[src/rtl/rtc_pkg.sv]
package rtc_pkg;

    typedef enum logic [1:0] {
        LP_LEAD = 2'd0,
        LP_BAUD = 2'd1,
        LP_TAIL = 2'd2
    } line_phase_e;

endpackage

[src/rtl/rtc_hcounter.sv]
module rtc_hcounter #(
    parameter int LINE_LAST = 160,
    parameter int HW        = 8
) (
    input  logic          clk,
    input  logic          rst_n,
    input  logic          tick,
    output logic [HW-1:0] hcount,
    output logic          eol
);
    localparam logic [HW-1:0] H_TERM = HW'(LINE_LAST);

    assign eol = tick && (hcount == H_TERM);

    always_ff @(posedge clk or negedge rst_n) begin
        if (!rst_n) begin
            hcount <= '0;
        end else if (tick) begin
            if (hcount == H_TERM) hcount <= '0;
            else                  hcount <= hcount + 1'b1;
        end
    end
endmodule

[src/rtl/rtc_vcounter.sv]
module rtc_vcounter #(
    parameter int VW        = 12,
    parameter int OUT_W     = 7,
    parameter int RELOAD_HI = 1536,
    parameter int RELOAD_LO = 1024
) (
    input  logic             clk,
    input  logic             rst_n,
    input  logic             eol,
    input  logic             freq_sel,
    output logic             frame_end,
    output logic [OUT_W-1:0] vline_low
);
    localparam logic [VW-1:0] V_MAX  = '1;
    localparam logic [VW-1:0] PRE_HI = VW'(RELOAD_HI);
    localparam logic [VW-1:0] PRE_LO = VW'(RELOAD_LO);

    logic [VW-1:0] vcount;
    logic [VW-1:0] v_next;

    assign v_next    = vcount + 1'b1;
    assign frame_end = eol && (vcount == V_MAX);

    always_ff @(posedge clk or negedge rst_n) begin
        if (!rst_n) begin
            vcount    <= '0;
            vline_low <= '0;
        end else if (frame_end) begin
            vcount    <= freq_sel ? PRE_HI : PRE_LO;
            vline_low <= '0;
        end else if (eol) begin
            vcount    <= v_next;
            vline_low <= v_next[OUT_W-1:0];
        end
    end
endmodule

[src/rtl/rtc_line_fsm.sv]
module rtc_line_fsm
    import rtc_pkg::*;
#(
    parameter int HW       = 8,
    parameter int BAUD_ON  = 4,
    parameter int BAUD_OFF = 8
) (
    input  logic          clk,
    input  logic          rst_n,
    input  logic          tick,
    input  logic          eol,
    input  logic          frame_end,
    input  logic [HW-1:0] hcount,
    output logic          baud_clk,
    output logic          top_of_frame
);
    localparam logic [HW-1:0] TAP_ON  = HW'(BAUD_ON);
    localparam logic [HW-1:0] TAP_OFF = HW'(BAUD_OFF);

    line_phase_e phase, phase_nxt;
    logic [HW-1:0] h_next;
    logic          adv;

    assign h_next = hcount + 1'b1;
    assign adv    = tick && !eol;

    always_comb begin
        phase_nxt = phase;
        unique case (phase)
            LP_LEAD: if (eol)                        phase_nxt = LP_LEAD;
                     else if (adv && h_next == TAP_ON)  phase_nxt = LP_BAUD;
            LP_BAUD: if (eol)                        phase_nxt = LP_LEAD;
                     else if (adv && h_next == TAP_OFF) phase_nxt = LP_TAIL;
            LP_TAIL: if (eol)                        phase_nxt = LP_LEAD;
            default:                                 phase_nxt = LP_LEAD;
        endcase
    end

    always_ff @(posedge clk or negedge rst_n) begin
        if (!rst_n) phase <= LP_LEAD;
        else        phase <= phase_nxt;
    end

    always_ff @(posedge clk or negedge rst_n) begin
        if (!rst_n) begin
            baud_clk     <= 1'b0;
            top_of_frame <= 1'b1;
        end else begin
            baud_clk <= (phase_nxt == LP_BAUD);
            if (frame_end)
                top_of_frame <= 1'b1;
            else if (phase == LP_BAUD && phase_nxt == LP_TAIL)
                top_of_frame <= 1'b0;
        end
    end
endmodule

[src/rtl/rtc_column.sv]
module rtc_column #(
    parameter int HW        = 8,
    parameter int CW        = 7,
    parameter int COL_SKEW  = 2,
    parameter int COL_START = 32
) (
    input  logic          clk,
    input  logic          rst_n,
    input  logic          tick,
    input  logic          video_en,
    input  logic [HW-1:0] hcount,
    output logic [CW-1:0] col_addr,
    output logic          col_step
);
    localparam logic [HW-1:0] SKEW  = HW'(COL_SKEW);
    localparam logic [HW-1:0] START = HW'(COL_START);

    logic [HW-1:0] h_rel;
    logic          step;

    assign h_rel = hcount - SKEW;
    assign step  = tick && video_en && (h_rel >= START);

    always_ff @(posedge clk or negedge rst_n) begin
        if (!rst_n) begin
            col_addr <= '0;
            col_step <= 1'b0;
        end else begin
            col_step <= step;
            if (step) col_addr <= col_addr + 1'b1;
        end
    end
endmodule

[src/rtl/raster_timing_chain.sv]
module raster_timing_chain #(
    parameter int LINE_LAST = 160,
    parameter int VW        = 12,
    parameter int RELOAD_HI = 1536,
    parameter int RELOAD_LO = 1024,
    parameter int BAUD_ON   = 4,
    parameter int BAUD_OFF  = 8,
    parameter int COL_SKEW  = 2,
    parameter int COL_START = 32
) (
    input  logic       clk,
    input  logic       rst_n,
    input  logic       tick,
    input  logic       freq_sel,
    input  logic       video_en,
    output logic       top_of_frame,
    output logic       baud_clk,
    output logic [6:0] vline_low,
    output logic       col_step,
    output logic [6:0] col_addr
);
    localparam int HW    = $clog2(LINE_LAST + 1);
    localparam int OUT_W = 7;
    localparam int CW    = 7;

    logic [HW-1:0] hcount;
    logic          eol;
    logic          frame_end;

    rtc_hcounter #(.LINE_LAST(LINE_LAST), .HW(HW)) u_h (
        .clk(clk), .rst_n(rst_n), .tick(tick), .hcount(hcount), .eol(eol)
    );

    rtc_vcounter #(
        .VW(VW), .OUT_W(OUT_W), .RELOAD_HI(RELOAD_HI), .RELOAD_LO(RELOAD_LO)
    ) u_v (
        .clk(clk), .rst_n(rst_n), .eol(eol), .freq_sel(freq_sel),
        .frame_end(frame_end), .vline_low(vline_low)
    );

    rtc_line_fsm #(.HW(HW), .BAUD_ON(BAUD_ON), .BAUD_OFF(BAUD_OFF)) u_fsm (
        .clk(clk), .rst_n(rst_n), .tick(tick), .eol(eol), .frame_end(frame_end),
        .hcount(hcount), .baud_clk(baud_clk), .top_of_frame(top_of_frame)
    );

    rtc_column #(.HW(HW), .CW(CW), .COL_SKEW(COL_SKEW), .COL_START(COL_START)) u_col (
        .clk(clk), .rst_n(rst_n), .tick(tick), .video_en(video_en),
        .hcount(hcount), .col_addr(col_addr), .col_step(col_step)
    );
endmodule

[config.mk]
export PLATFORM = sky130hd
export DESIGN_NAME = raster_timing_chain
export DESIGN_NICKNAME = d
export VERILOG_FILES = /design/src/rtl/rtc_pkg.sv /design/src/rtl/rtc_hcounter.sv /design/src/rtl/rtc_vcounter.sv /design/src/rtl/rtc_line_fsm.sv /design/src/rtl/rtc_column.sv /design/src/rtl/raster_timing_chain.sv
export SDC_FILE = /design/constraint.sdc
export NUM_CORES = 1
export LEC_CHECK = 0
export ABC_CLOCK_PERIOD_IN_PS = 4150
export CELL_PAD_IN_SITES_DETAIL_PLACEMENT = 0
export CELL_PAD_IN_SITES_GLOBAL_PLACEMENT = 1
export CORE_MARGIN = 10
export CORE_UTILIZATION = 42
export DETAILED_ROUTE_END_ITERATION = 12
export PLACE_DENSITY = 0.88
export SYNTH_ARGS = -nofsm -noshare
export SYNTH_HDL_FRONTEND = slang
export SYNTH_SLANG_ARGS = --single-unit
[constraint.sdc]
create_clock -name clk -period 4.15 [get_ports clk]
set_clock_uncertainty 0.2 [all_clocks]
set_input_delay 0.83 -clock clk [delete_from_list [all_inputs] [get_ports clk]]
set_output_delay 0.83 -clock clk [all_outputs]
set_load 0.05 [all_outputs]
==> results.md <==
* Fillers at 368
* Initial Util at 0.437
* VDD IR max at between 0.0002 and 0.0003 V
* Post-synthesis cell type count at 41
* Combinational share of power at 0.307
* Diodes inserted at 0
* Port Buffers at 21
* Period Utilization, post-route at 0.681
* Commonest cells in the netlist: dfrtp_1 (31), nand2_1 (20), xnor2_1 (11)
* Nets at around 200
* Net Sw Power at ~0.0004 W
* Synthesis warning total at 0
* Clock sink total at 32
* Power per Cell Area at between 500 and 600 nW/um^2
* WL per Instance at between 10 and 15 um
* Vias in the first global route at around 1300
* Final Total Pwr at approximately 0.0011 W
* CTS tree: built
* Clock power share at 0.294
* First-pass GRT wire length at 5890 um
* Die X at roughly 85 um
* Final setup TNS at 0 ns
* Post-Route WL at approximately 3300 um
* Pint at 0.000713 W
* DR pass1 iterations at 4
* Ports at 22
* Htree depth at 2
* Fin util at 0.519
* Critical Path Source Type: primary input
* Vias at around 1300
* Syn_area_per_cell at about 10 sq um
* Final setup vio count at 0
* Slew Limit Headroom at 0.578
* DR iter-0 viols at about 70
* Vias per std cell at ~5.4
* DRC Markers at 0
* DRT antenna net count at 0
* Footprint of the multi-input gates at 838 sq um
* CP Capture Type: flop
* Row cnt at 23
* Longest Clk Path Bufs at 2
* Switch share at 0.358
* Reg area at about 800 sq um
* Post-Syn Instances at ~170
* Tmin final at ~2.8 ns
* Die footprint at 7140 sq um
* RSZ-0062 raised after global routing: false
* Num CTS Buffers at 5
* Mapped Nets at 183
* WS Path Type: primary input to flop
* CORE AREA at between 4000 and 5000 sq um
* Crit Path Max Fanout at 13
* Post-DP HPWL at 2470 um
* Height of the die at around 85 um
* # Max-Cap Violations at 0
* Layout cells sized above 1 at 0.0851
* GRT Residual Overflow at 0
* CP Data Arrival Time at approximately 2.8 ns
* Synth Flop Type: dfrtp_1
* Post-synth top area share at 0.444
* Leakage at between 0.9 and 1 nW
* Final Hold Viols at 0
* EDFF count, synth at 0
* Total track usage at 0.100
* Yosys top cell by area: dfrtp_1
* CTS Hold Buffers Added at 0
* Req. time, crit path at between 4 and 5 ns
* Initial antenna violation count at 0
* Worst-margin pin slew at 0.617 ns
* Status: finished clean
* Worst-path clk slew at around 0.07 ns
* HP Class: flop to flop
* Routability congestion estimate at about 0.86
* Most common cell in the netlist: dfrtp_1
* Fin. max-slew vios at 0
* Worst skew pair latency at about 0.28 ns
* Post-Syn Area at about 1700 sq um
* Largest net degree at the start of global routing at 33
* Syn-to-layout area delta at 18.8%
* Cts repair resizes at 0
* Synthesized flop and latch total at 32
* Fmax at around 350 MHz
* Post-CTS setup buffers at 0
* Top cells by area, synth: dfrtp_1 (44%), xnor2_1 (5.5%), ha_1 (5.0%)
* Clock root buffer master: clkbuf_8
* Register area share after synthesis at 0.459
* Post-synth ARST share at 1.00
* Sequential power share at 0.399
[final cells by class]
cell class,count,share of cell area
Sequential cell,32,0.386
Clock buffer,7,0.0464
Clock inverter,1,0.0145
Tap cell,50,0.0301
Multi-Input combinational cell,119,0.404
Timing Repair Buffer,23,0.108
Inverter,6,0.0108
[worst paths after layout]
kind / start / end / slack [ns] / cells after the start
setup / recovery: tick / u_v.vcount[9] / 1.32 / 7
hold / removal: u_v.vcount[8] / u_v.vcount[8] / 0.28 / 1
setup reg to reg: u_h.hcount[2] / u_fsm.phase[0] / 1.84 / 6
hold reg to reg: u_v.vcount[8] / u_v.vcount[8] / 0.28 / 1
max in group asynchronous: rst_n / u_fsm.top_of_frame / 2.67 / 2
min in group asynchronous: rst_n / u_v.vcount[6] / 0.75 / 2
[power by group through the flow]
stage / clock (W) / sequential (W) / combinational (W)
floorplan: 0 / 0.000517 / 0.000166
global placement: 0 / 0.000444 / 0.000337
detailed placement: 0 / 0.000448 / 0.000346
CTS: 0.000338 / 0.000443 / 0.000347
global route: 0.000349 / 0.000454 / 0.000371
finish: 0.000327 / 0.000443 / 0.000341
[metal layers]
layer  vias up  global-route usage  part of all wire
met2        21               0.173              0.52
li1        625                   -                 -
met1       623               0.105              0.42
met3         5              0.0406             0.049
met5         -                   0                 0
met4         0              0.0419             0.016
[cells in the final DEF, fill, tap and decap left out, types with 2 or more instances in the layout]
master / synthesis / final
nand4_1: 9 / 9
o21ai_0: 6 / 6
xnor2_1: 11 / 11
nand2_1: 20 / 20
nor3_1: 2 / 2
nor2_1: 8 / 8
a31oi_1: 5 / 5
and4_1: 3 / 3
mux2i_1: 2 / 2
xor2_1: 8 / 8
and3_1: 9 / 9
inv_1: 6 / 6
dfrtp_1: 31 / 31
clkdlybuf4s50_1: 0 / 21
ha_1: 7 / 7
o2bb2ai_1: 3 / 3
nand3_1: 4 / 4
buf_4: 8 / 2
clkbuf_8: 0 / 7
a21oi_1: 2 / 2
[worst max-delay path, stage by stage]
cell,delay [ns]
clkdlybuf4s50_1,0.72
inv_1,0.15
nor3_2,0.19
buf_4,0.19
and4_1,0.35
mux2i_1,0.11
a211o_1,0.26
[registers in the layout, indices dropped and copies added (netlist names)]
signal              flops
u_fsm.baud_clk          1
u_col.col_step          1
u_v.vcount             12
u_h.hcount              8
u_fsm.top_of_frame      1
u_col.col_addr          7
u_fsm.phase             2
[through the flow]
stage | hold WS [ns] | cells | setup slack [ns] | instance area (sq um)
floorplan | 0.239 | 171 | 2.03 | 1750
finish | 0.276 | 238 | 1.32 | 2080
global placement | 0.254 | 230 | 1.08 | 1950
CTS | 0.281 | 238 | 1.33 | 2080
global route | 0.313 | 238 | 1.20 | 2080
detailed placement | 0.272 | 230 | 1.03 | 1950
[logic make-up (layout without fill, tap and decap cells)]
kind of cell / count (synthesis) / count (layout) / share of synthesized area
AO/OA/AOI/OAI: 24 / 24 / 0.101
XOR/XNOR: 19 / 19 / 0.0952
adder cells (fa/ha/maj): 7 / 7 / 0.0501
buffers and inverters: 20 / 37 / 0.0616
flip-flops: 32 / 32 / 0.459
multiplexers: 3 / 3 / 0.0179
AND/OR/NAND/NOR: 66 / 66 / 0.215
(Power assumes the default switching activity.)
